### src/rtl/hub_pwr_pkg.sv
package hub_pwr_pkg;
  // Effective qualification length minus one; a zero setting behaves like one.
  function automatic int unsigned filt_last(input int unsigned len);
    return (len == 0) ? 0 : len - 1;
  endfunction
endpackage

### src/rtl/hub_sync2.sv
module hub_sync2 #(
  parameter int W = 1
) (
  input  logic         clk,
  input  logic         rst,
  input  logic [W-1:0] d,
  output logic [W-1:0] q
);
  logic [W-1:0] meta;

  always_ff @(posedge clk) begin
    if (rst) begin
      meta <= '0;
      q    <= '0;
    end else begin
      meta <= d;
      q    <= meta;
    end
  end
endmodule

### src/rtl/hub_oc_filter.sv
module hub_oc_filter #(
  parameter int FILT_W = 8
) (
  input  logic              clk,
  input  logic              rst,
  input  logic              oc_s,
  input  logic [FILT_W-1:0] len,
  output logic              qual
);
  import hub_pwr_pkg::*;

  logic [FILT_W-1:0] run;
  logic [FILT_W-1:0] last;

  assign last = FILT_W'(filt_last(int'(len)));

  always_ff @(posedge clk) begin
    if (rst) begin
      run  <= '0;
      qual <= 1'b0;
    end else if (!oc_s) begin
      run  <= '0;
      qual <= 1'b0;
    end else if (run >= last) begin
      qual <= 1'b1;
    end else begin
      run <= run + 1'b1;
    end
  end
endmodule

### src/rtl/hub_port_ctrl.sv
module hub_port_ctrl (
  input  logic clk,
  input  logic rst,
  input  logic qual,
  input  logic oc_s,
  input  logic pwr_on,
  input  logic en_req,
  input  logic oc_clr,
  input  logic en_clr,
  output logic powered,
  output logic enabled,
  output logic oc_chg,
  output logic en_chg
);
  logic qual_d;
  logic pw_next;
  logic en_next;

  always_comb begin
    pw_next = powered;
    if (qual)
      pw_next = 1'b0;
    else if (pwr_on && !oc_s)
      pw_next = 1'b1;
    en_next = en_req && pw_next;
  end

  always_ff @(posedge clk) begin
    if (rst) begin
      powered <= 1'b0;
      enabled <= 1'b0;
      qual_d  <= 1'b0;
      oc_chg  <= 1'b0;
      en_chg  <= 1'b0;
    end else begin
      powered <= pw_next;
      enabled <= en_next;
      qual_d  <= qual;
      if (qual != qual_d)
        oc_chg <= 1'b1;
      else if (oc_clr)
        oc_chg <= 1'b0;
      if (en_next != enabled)
        en_chg <= 1'b1;
      else if (en_clr)
        en_chg <= 1'b0;
    end
  end
endmodule

### src/rtl/hub_local_pwr.sv
module hub_local_pwr (
  input  logic clk,
  input  logic rst,
  input  logic mode_s,
  input  logic lp_s,
  input  logic clr,
  output logic valid,
  output logic good,
  output logic chg
);
  logic lp_prev;

  always_ff @(posedge clk) begin
    if (rst) begin
      lp_prev <= 1'b0;
      valid   <= 1'b0;
      good    <= 1'b0;
      chg     <= 1'b0;
    end else begin
      lp_prev <= lp_s;
      valid   <= mode_s;
      good    <= mode_s && lp_s;
      if (mode_s && (lp_s != lp_prev))
        chg <= 1'b1;
      else if (clr)
        chg <= 1'b0;
    end
  end
endmodule

### src/rtl/hub_port_pwr_mgr.sv
module hub_port_pwr_mgr #(
  parameter int NPORTS = 4,
  parameter int FILT_W = 8
) (
  input  logic              clk,
  input  logic              rst,
  input  logic [NPORTS-1:0] oc_n,
  input  logic              self_pwr_mode,
  input  logic              local_pwr_good,
  input  logic [NPORTS-1:0] port_en_req,
  input  logic [NPORTS-1:0] pwr_on_cmd,
  input  logic [FILT_W-1:0] oc_filter_len,
  input  logic [NPORTS-1:0] oc_chg_clr,
  input  logic [NPORTS-1:0] en_chg_clr,
  input  logic              lp_chg_clr,
  output logic [NPORTS-1:0] pwr_sw_n,
  output logic [NPORTS-1:0] conn_stat_n,
  output logic [NPORTS-1:0] port_powered,
  output logic [NPORTS-1:0] port_enabled,
  output logic [NPORTS-1:0] port_oc,
  output logic [NPORTS-1:0] oc_chg,
  output logic [NPORTS-1:0] en_chg,
  output logic              lp_valid,
  output logic              lp_good_stat,
  output logic              lp_chg
);
  localparam int SW = NPORTS + 2;

  logic [SW-1:0]     raw_in;
  logic [SW-1:0]     sync_out;
  logic [NPORTS-1:0] oc_s;
  logic              mode_s;
  logic              lp_s;

  assign raw_in = {self_pwr_mode, local_pwr_good, ~oc_n};

  hub_sync2 #(.W(SW)) u_sync (
    .clk (clk),
    .rst (rst),
    .d   (raw_in),
    .q   (sync_out)
  );

  assign oc_s   = sync_out[NPORTS-1:0];
  assign lp_s   = sync_out[NPORTS];
  assign mode_s = sync_out[NPORTS+1];

  for (genvar i = 0; i < NPORTS; i++) begin : g_port
    hub_oc_filter #(.FILT_W(FILT_W)) u_filt (
      .clk  (clk),
      .rst  (rst),
      .oc_s (oc_s[i]),
      .len  (oc_filter_len),
      .qual (port_oc[i])
    );

    hub_port_ctrl u_ctrl (
      .clk     (clk),
      .rst     (rst),
      .qual    (port_oc[i]),
      .oc_s    (oc_s[i]),
      .pwr_on  (pwr_on_cmd[i]),
      .en_req  (port_en_req[i]),
      .oc_clr  (oc_chg_clr[i]),
      .en_clr  (en_chg_clr[i]),
      .powered (port_powered[i]),
      .enabled (port_enabled[i]),
      .oc_chg  (oc_chg[i]),
      .en_chg  (en_chg[i])
    );
  end

  assign pwr_sw_n    = ~port_powered;
  assign conn_stat_n = ~port_enabled;

  hub_local_pwr u_lp (
    .clk    (clk),
    .rst    (rst),
    .mode_s (mode_s),
    .lp_s   (lp_s),
    .clr    (lp_chg_clr),
    .valid  (lp_valid),
    .good   (lp_good_stat),
    .chg    (lp_chg)
  );
endmodule

### config.mk
export PLATFORM = sky130hd
export DESIGN_NAME = hub_port_pwr_mgr
export DESIGN_NICKNAME = d
export VERILOG_FILES = /design/src/rtl/hub_pwr_pkg.sv /design/src/rtl/hub_sync2.sv /design/src/rtl/hub_oc_filter.sv /design/src/rtl/hub_port_ctrl.sv /design/src/rtl/hub_local_pwr.sv /design/src/rtl/hub_port_pwr_mgr.sv
export SDC_FILE = /design/constraint.sdc
export NUM_CORES = 1
export LEC_CHECK = 0
export BUFFER_PORTS_ARGS = -buffer_cell sky130_fd_sc_hd__buf_2
export CAP_MARGIN = 20
export CORE_UTILIZATION = 55
export CTS_CLUSTER_SIZE = 16
export DETAILED_ROUTE_END_ITERATION = 8
export HOLD_SLACK_MARGIN = 0.02
export PLACE_DENSITY = 0.74
export SYNTH_ARGS = -nofsm -noshare
export SYNTH_HDL_FRONTEND = slang
export SYNTH_HIERARCHICAL = 1
export SYNTH_SLANG_ARGS = --single-unit
### constraint.sdc
create_clock -name clk -period 4.4 [get_ports clk]
set_input_delay 0.88 -clock clk [delete_from_list [all_inputs] [get_ports clk]]
set_output_delay 0.88 -clock clk [all_outputs]
set_load 0.005 [all_outputs]
==> results of run 1 <==
[metrics by stage]
stage / utilization, % / cell area, sq um / power, mW
floorplan: - / 4270 / 0.801
global placement: 63.3 / 4660 / 0.853
detailed placement: 63.3 / 4660 / 0.860
CTS: 66.4 / 4890 / 1.45
global route: 66.4 / 4890 / 1.50
finish: 66.4 / 4890 / 1.44
[power breakdown]
part           internal (mW)  switching (mW)
registers              0.666          0.0101
logic                 0.0832          0.0843
clock network          0.349           0.243
total                   1.10           0.337
[cell families after synthesis]
logic type               share of synthesized area [%]
AO/OA/AOI/OAI                                     16.9
XOR/XNOR                                          4.30
adder cells (fa/ha/maj)                           11.7
buffers and inverters                             3.78
flip-flops                                        33.7
multiplexers                                     0.937
AND/OR/NAND/NOR                                   28.6
[worst register-to-register path: stages (launching register included)]
cell and delay (ps):
dfxtp_1 450, ha_1 260, o21a_1 140, nor2_1 50, o31ai_2 800, o21ai_0 210
a21oi_1 170
[per-layer routing]
layer  GRT usage [%]  vias up  share of wire [%]
met2            37.6       48                 49
met1            26.2     1655                 47
met3            4.40        9                3.2
met5               0        -                  0
met4            7.26        0                1.2
li1                -     1835                  -
[layout by cell type, fill, tap and decap left out, types with 5 or more instances in the layout]
master    Yosys  routed
dfxtp_1      72      72
buf_2         0      63
ha_1         40      40
a21oi_1      36      36
nor2b_1      34      34
nor2_1       32      32
inv_1        28      28
nand2_1      28      28
or3_1        24      24
o21ai_0      24      24
nand3_1      24      24
nand2b_1     16      16
o21a_1       12      12
xnor2_1      12      12
clkbuf_8      0      11
xor2_1        9       9
o21ai_1       8       8
nor3_1        8       8
and3_1        8       8
nor2b_2       8       8
nor3b_1       5       5
and2_1        5       5
[worst paths after layout]
kind / startpoint / end / slack (ps) / depth (start not counted)
setup reg to reg: g_port[1].u_filt/run[2] / g_port[1].u_filt/run[4] / 2250 / 6
hold reg to reg: u_sync/meta[4] / u_sync/q[4] / 440 / 1
setup / recovery: oc_filter_len[0] / g_port[0].u_filt/run[7] / 800 / 13
hold / removal: u_sync/meta[4] / u_sync/q[4] / 440 / 1
[sequential cells by signal (all words and copies together), names as in the netlist]
signal / count
u_lp/valid: 1
u_sync/meta: 6
g_port.u_filt/run: 32
g_port.u_filt/qual: 4
u_lp/lp_prev: 1
g_port.u_ctrl/en_chg: 4
u_sync/q: 6
g_port.u_ctrl/powered: 4
g_port.u_ctrl/qual_d: 4
u_lp/chg: 1
u_lp/good: 1
g_port.u_ctrl/enabled: 4
g_port.u_ctrl/oc_chg: 4
[area by class of cell]
cell class	instances	area, sq um
fill	643	2480
clock buffer	11	151
tap	99	124
sequential	72	1440
inverter	28	105
clock inverter	4	76.3
multi-input combinational	378	2670
timing repair buffer	64	323
==> results.ini, run 1 <==
[routing]
dr.first_iter.drc_count=150
num_vias=3547
routed_wl_um=8250
vias_per_cell=5.41
drc=0
avgRoutedWirePerCell_um=12.6
firstDrtPassIters=4
ant_nets=0

[logic_synthesis]
postSynthCellCount=487
yosys.area.top_type=dfxtp_1
async_flop_share_pct=0
ys_warn_count=6
ys_top_cells_by_area=dfxtp_1 (34%), ha_1 (12%), nor2b_1 (5.0%)
ys.flop_type=dfxtp_1
synth_edf_count=0
synthTopCellsByCount=dfxtp_1 (72), ha_1 (40), a21oi_1 (36)
yosysUniqueCellTypes=36
synth_seq_cells=72
synth_area_sq_mm=0.00427
syn_nets=560
seq_area_frac_synth_pct=33.7
syn_area_per_cell_sq_um=8.77
synth_most_common_cell=dfxtp_1
synth_top_area_share_pct=33.7

[pwr]
power_density_mw_per_mm2=294
leakage_nw=2.08
peakVddDrop_v=0.000217

[setup_path]
crit_buf_inv=2
end_kind=flip-flop
slowest_stage=o31ai_2
critPathMaxFanout=16
cp_top_family=compound AO/OA/AOI/OAI gates
critical-path-top-cell-by-count=ha_1
path_cells=buf_2 -> inv_1 -> ha_1 -> nor2b_1 -> nand3b_1 -> or3_1 -> and2_1 -> ha_1 -> nand2b_4 -> a2111oi_4 -> o31ai_2 -> o21ai_0 -> a21oi_1
start_kind=input port
critPathMaxStageDelay_ps=750
worstSetupPathType=input port to flip-flop
critPathRequiredTime_ps=4670
worstPathArrival_ps=3870

[sta]
setup_viol=0
period_share_pct=81.8
hold_violations=0
min_period_ps=3600
tns_ps=0
grt_setup_unrepaired=no
tightest_slew_ps=926
clock-skew-final_ps=4.92
setup_slack_ps=801
relSlewSlack_pct=37.9
max_freq_mhz=278
finalMaxSlewViolations=0
whs_ps=444

[floorplan]
die_width_um=90.1
core_area_sq_mm=0.00737
die_area_sq_mm=0.00813
io_pins=64
die-height_um=90.1
start_util_pct=58.0
rows=31

[global_route]
grt_pass1_wl_um=14600
grt_usage_pct=21.5
grt_max_degree=27
grt-ovfl-total=0
antenna_found_initial=0
first_global_vias=3369

[cts]
postCtsSetupBuffers=0
cts_buffers=9
clock_latency_ps=340
max-clock-path-buffers=2
cts_tree=yes
holdBufCountCts=0
cts.sinks=72
ctsRootBufferMaster=clkbuf_8
htreeDepth=3
ctsResizeCount=0
clk_pin_slew_worst_paths_ps=70

[run_status]
outcome=finished clean

[placement]
port_buffers=63
place_inst=641
dp_slack_ps=494
place_hpwl_um=6090
routabilityCongestion=0.776

[cells_and_area]
layout-drive-gt1-share_pct=19.2
diodes=0
area_growth_pct=14.5
fin_cells=656
nNetsFinal=626

[worst_hold_path]
hp-class=flip-flop to flip-flop

[run]
maxCapViolations=0

No activity file was read; power rests on OpenSTA's default activity.
==> run 2: changes to the inputs <==
==> constraint.sdc (replaced) <==
create_clock -name clk -period 3.7 [get_ports clk]
set_input_delay 0.74 -clock clk [delete_from_list [all_inputs] [get_ports clk]]
set_output_delay 0.74 -clock clk [all_outputs]
set_load 0.005 [all_outputs]
==> results.ini, run 2 (same netlist as run 1, synthesis figures left out) <==
[setup_path]
critPathRequiredTime_ps=3970  ; -700 ps
cp_top_family=simple AND/OR/NAND/NOR gates
r2r_cells=7  ; +1
slowest_stage=or3_1
startpoint=oc_filter_len[0]
worstPathArrival_ps=3680  ; -190 ps
critPathMaxFanout=16  ; unchanged
end_kind=flip-flop
r2r_start=g_port[3].u_filt/run[0]
worstSetupPathType=input port to flip-flop
path_depth=13  ; unchanged
path_cells=buf_2 -> inv_1 -> ha_1 -> nor2b_1 -> nand3b_1 -> or3_1 -> and2_1 -> ha_1 -> nand2b_4 -> a2111oi_4 -> o31ai_4 -> or3_1 -> a21oi_1
start_kind=input port
crit_buf_inv=2  ; unchanged
critPathMaxStageDelay_ps=410  ; -340 ps

[global_route]
grt_usage_pct=20.7  ; -0.80 points
first_global_vias=3332  ; -1.1%
grt_max_degree=31  ; +15%
grt-ovfl-total=0  ; unchanged
grt_pass1_wl_um=14300  ; -1.6%
antenna_found_initial=0  ; unchanged

[run]
maxCapViolations=0  ; unchanged

[floorplan]
core_area_sq_mm=0.00737  ; unchanged
die_area_sq_mm=0.00813  ; unchanged
io_pins=64  ; unchanged
rows=31  ; unchanged
start_util_pct=58.0  ; unchanged
die-height_um=90.1  ; unchanged
die_width_um=90.1  ; unchanged

[routing]
drc=0  ; unchanged
vias_per_cell=5.32  ; -1.6%
num_vias=3527  ; -0.56%
firstDrtPassIters=4  ; unchanged
ant_nets=0  ; unchanged
dr.first_iter.drc_count=112  ; -25%
routed_wl_um=8030  ; -2.7%
avgRoutedWirePerCell_um=12.1  ; -3.8%

[placement]
routabilityCongestion=0.770  ; -0.73%
port_buffers=63  ; unchanged
place_inst=647  ; +0.94%
place_hpwl_um=5880  ; -3.5%

[sta]
relSlewSlack_pct=38.4  ; +0.51 points
whs_ps=438  ; -6.37 ps
period_share_pct=92.1
setup_viol=0  ; unchanged
max_freq_mhz=293
min_period_ps=3410
clock-skew-final_ps=15.7  ; +10.8 ps
grt_setup_unrepaired=no
finalMaxSlewViolations=0  ; unchanged
hold_violations=0  ; unchanged
tightest_slew_ps=918  ; -7.62 ps

[cells_and_area]
largest_register_ffs=32  ; unchanged
top_register=g_port.u_filt/run
fin_cells=663  ; +1.1%
area_growth_pct=15.7
largestRegisters=g_port.u_filt/run (32), u_sync/meta (6), u_sync/q (6)
nNetsFinal=632  ; +0.96%
diodes=0  ; unchanged
final_cell_mix=dfxtp_1 (72), buf_2 (63), ha_1 (40)
layout-drive-gt1-share_pct=20.2  ; +1.0 points
layout_commonest_cell=dfxtp_1

[cts]
clock_latency_ps=350  ; about the same
ctsRootBufferMaster=clkbuf_8
clk_pin_slew_worst_paths_ps=80  ; about the same
max-clock-path-buffers=2  ; unchanged
holdBufCountCts=0  ; unchanged
postCtsSetupBuffers=0  ; unchanged
ctsResizeCount=0  ; unchanged
htreeDepth=3  ; unchanged
cts.sinks=72  ; unchanged
cts_tree=yes
cts_buffers=9  ; unchanged

[run_status]
outcome=finished clean

[pwr]
peakVddDrop_v=0.000238  ; +9.9%
power_density_mw_per_mm2=345  ; +18%
leakage_nw=2.11  ; +1.3%

[worst_hold_path]
worstHoldStart=u_sync/meta[4]
worstHoldPathCells=1  ; unchanged
hp-class=flip-flop to flip-flop

[run 2: cell types whose count changed in the layout (fill, tap and decap cells not counted)]
cell,change
clkbuf_8,-2
clkinv_4,+1
o31ai_4,+1
clkinvlp_4,+1
o31ai_2,-1
buf_4,+6
inv_8,+1
[run 2: path summary, 6_finish.rpt]
kind | to | slack, ps
setup / recovery | g_port[1].u_filt/run[6] | 290
setup reg to reg | g_port[3].u_filt/run[6] | 1570
hold reg to reg | u_sync/q[4] | 440
hold / removal | u_sync/q[4] | 440
[run 2: layout make-up]
| class | instances | area, sq um |
|---|---|---|
| clock inverter | 7 | 104 |
| multi-input combinational | 378 | 2680 |
| fill | 616 | 2420 |
| tap | 99 | 124 |
| clock buffer | 9 | 124 |
| inverter | 28 | 105 |
| sequential | 72 | 1440 |
| timing repair buffer | 70 | 368 |
[run 2: report_power, final]
| part | switching (mW) | leakage (nW) | internal, mW |
|---|---|---|---|
| registers | 0.0118 | 0.586 | 0.792 |
| logic | 0.102 | 1.41 | 0.101 |
| clock network | 0.314 | 0.108 | 0.388 |
| total | 0.427 | 2.11 | 1.28 |
[run 2: layer usage]
metal / track usage, % / up-vias / share of wire [%]
met4: 4.84 / 0 / 0.54
met3: 4.31 / 4 / 2.7
met1: 26.5 / 1626 / 49
met2: 35.7 / 45 / 47
li1: - / 1852 / -
met5: 0 / - / 0
[run 2: per-stage QoR]
step | worst slack [ps] | power (mW) | TNS (ps) | utilization (%) | instance area, sq um
2_1_floorplan | 500 | 0.953 | 0 | - | 4270
3_3_place_gp | 103 | 1.02 | 0 | 63.9 | 4710
3_5_place_dp | -66.2 | 1.02 | -299 | 63.9 | 4710
4_1_cts | 277 | 1.73 | 0 | 67.0 | 4940
5_1_grt | 81.1 | 1.79 | 0 | 67.1 | 4940
6_report | 291 | 1.71 | 0 | 67.1 | 4940
==> run 3: changes to the inputs <==
--- a/config.mk
+++ b/config.mk
@@ -7,11 +7,11 @@
 export LEC_CHECK = 0
 export BUFFER_PORTS_ARGS = -buffer_cell sky130_fd_sc_hd__buf_2
 export CAP_MARGIN = 20
-export CORE_UTILIZATION = 55
+export CORE_UTILIZATION = 23
 export CTS_CLUSTER_SIZE = 16
 export DETAILED_ROUTE_END_ITERATION = 8
 export HOLD_SLACK_MARGIN = 0.02
-export PLACE_DENSITY = 0.74
+export PLACE_DENSITY = 0.36
 export SYNTH_ARGS = -nofsm -noshare
 export SYNTH_HDL_FRONTEND = slang
 export SYNTH_HIERARCHICAL = 1
==> constraint.sdc (replaced) <==
create_clock -name clk -period 4.1 [get_ports clk]
set_input_delay 0.82 -clock clk [delete_from_list [all_inputs] [get_ports clk]]
set_output_delay 0.82 -clock clk [all_outputs]
set_load 0.005 [all_outputs]
==> results.ini, run 3 (same netlist as run 1, synthesis figures left out) <==
[run_status]
outcome=finished with violations
violations=design-rule violations

[placement]
dp_slack_ps=190  ; +257 ps
port_buffers=63  ; unchanged
place_inst=773  ; +19%
place_hpwl_um=7050  ; +20%
routabilityCongestion=0.703  ; -8.7%

[setup_path]
end_kind=flip-flop
critPathRequiredTime_ps=4370  ; +400 ps
start_kind=input port
worstSetupPathType=input port to flip-flop
worstPathArrival_ps=3840  ; +160 ps
critPathMaxFanout=16  ; unchanged

[sta]
period_share_pct=87.1
setup_slack_ps=527  ; +236 ps
max_freq_mhz=280
finalMaxSlewViolations=0  ; unchanged
tns_ps=0  ; unchanged
relSlewSlack_pct=36.1  ; -2.3 points
min_period_ps=3570
tightest_slew_ps=952  ; +34.3 ps
clock-skew-final_ps=5.60  ; -10.1 ps
whs_ps=436  ; -1.69 ps
grt_setup_unrepaired=no
hold_violations=0  ; unchanged
setup_viol=0  ; unchanged

[global_route]
first_global_vias=3391  ; +1.8%
grt_usage_pct=10.7  ; -10 points
grt-ovfl-total=0  ; unchanged
grt_max_degree=33  ; +6.5%
antenna_found_initial=0  ; unchanged
grt_pass1_wl_um=16500  ; +15%

[routing]
ant_nets=0  ; unchanged
dr.first_iter.drc_count=121  ; +8.0%
num_vias=3512  ; -0.43%
avgRoutedWirePerCell_um=12.3  ; +1.5%
firstDrtPassIters=6  ; +2
vias_per_cell=4.46  ; -16%
routed_wl_um=9680  ; +21%
drc=2  ; +2

[cts]
postCtsSetupBuffers=0  ; unchanged
cts_tree=yes
htreeDepth=3  ; unchanged
clock_latency_ps=340  ; about the same
ctsRootBufferMaster=clkbuf_16
ctsResizeCount=0  ; unchanged
cts.sinks=72  ; unchanged
holdBufCountCts=0  ; unchanged
cts_buffers=9  ; unchanged
clk_pin_slew_worst_paths_ps=60  ; -20 ps
max-clock-path-buffers=2  ; unchanged

[cells_and_area]
area_growth_pct=19.5
top_register=g_port.u_filt/run
final_util_pct=28.2  ; -39 points
largestRegisters=g_port.u_filt/run (32), u_sync/meta (6), u_sync/q (6)
diodes=0  ; unchanged
layout_commonest_cell=dfxtp_1
fin_cells=788  ; +19%
final_cell_mix=dfxtp_1 (72), buf_2 (63), ha_1 (40)
nNetsFinal=628  ; -0.63%
largest_register_ffs=32  ; unchanged
layout-drive-gt1-share_pct=19.1  ; -1.1 points

[run]
maxCapViolations=0  ; unchanged

[floorplan]
die_width_um=138  ; +53%
rows=49  ; +58%
io_pins=64  ; unchanged
start_util_pct=23.6  ; -34 points
core_area_sq_mm=0.0181  ; +150%
die-height_um=138  ; +53%
die_area_sq_mm=0.0191  ; +140%

[worst_hold_path]
hp-class=flip-flop to flip-flop

[pwr]
power_density_mw_per_mm2=319  ; -7.6%
peakVddDrop_v=0.000176  ; -26%
leakage_nw=2.11  ; +0.17%

run 3: layout make-up:
type / count / area (sq um)
Sequential cell: 72 / 1440
Multi-Input combinational cell: 378 / 2670
Clock buffer: 12 / 246
Clock inverter: 3 / 18.8
Fill cell: 1922 / 13000
Tap cell: 229 / 287
Inverter: 28 / 105
Timing Repair Buffer: 66 / 338
run 3: routing by layer:
metal | global-route usage (%) | share of wire, %
met4 | 4.97 | 1.8
met2 | 16.1 | 43
met3 | 2.60 | 3.2
met1 | 14.5 | 52
met5 | 0 | 0
run 3: power breakdown:
group / total, mW / internal (mW) / leakage [nW] / switching, mW
sequential: 0.728 / 0.716 / 0.586 / 0.0113
combinational: 0.184 / 0.0894 / 1.39 / 0.0943
clock: 0.718 / 0.422 / 0.132 / 0.296
run 3: critical path, stage by stage:
cell       delay [ps]
buf_2             150
inv_1              80
ha_1              150
nor2b_1           290
nand3b_1          170
or3_1             410
and2_1            190
ha_1              260
nand2b_4          120
a2111oi_4          60
o31ai_2           760
o21ai_0           210
a21oi_1           160
run 3: final timing paths:
kind	cells after the start	slack, ps	endpoint	from
setup / recovery	13	530	g_port[2].u_filt/run[6]	oc_filter_len[0]
hold / removal	1	440	u_sync/q[1]	u_sync/meta[1]
setup reg to reg	6	1930	g_port[1].u_filt/run[5]	g_port[1].u_filt/run[2]
hold reg to reg	1	440	u_sync/q[1]	u_sync/meta[1]
run 3: metrics by stage:
stage          area, sq um  total power [mW]
5_1_grt               5110              1.72
2_1_floorplan         4270             0.860
3_5_place_dp          4840             0.929
6_report              5110              1.63
4_1_cts               5110              1.67
3_3_place_gp          4840             0.927
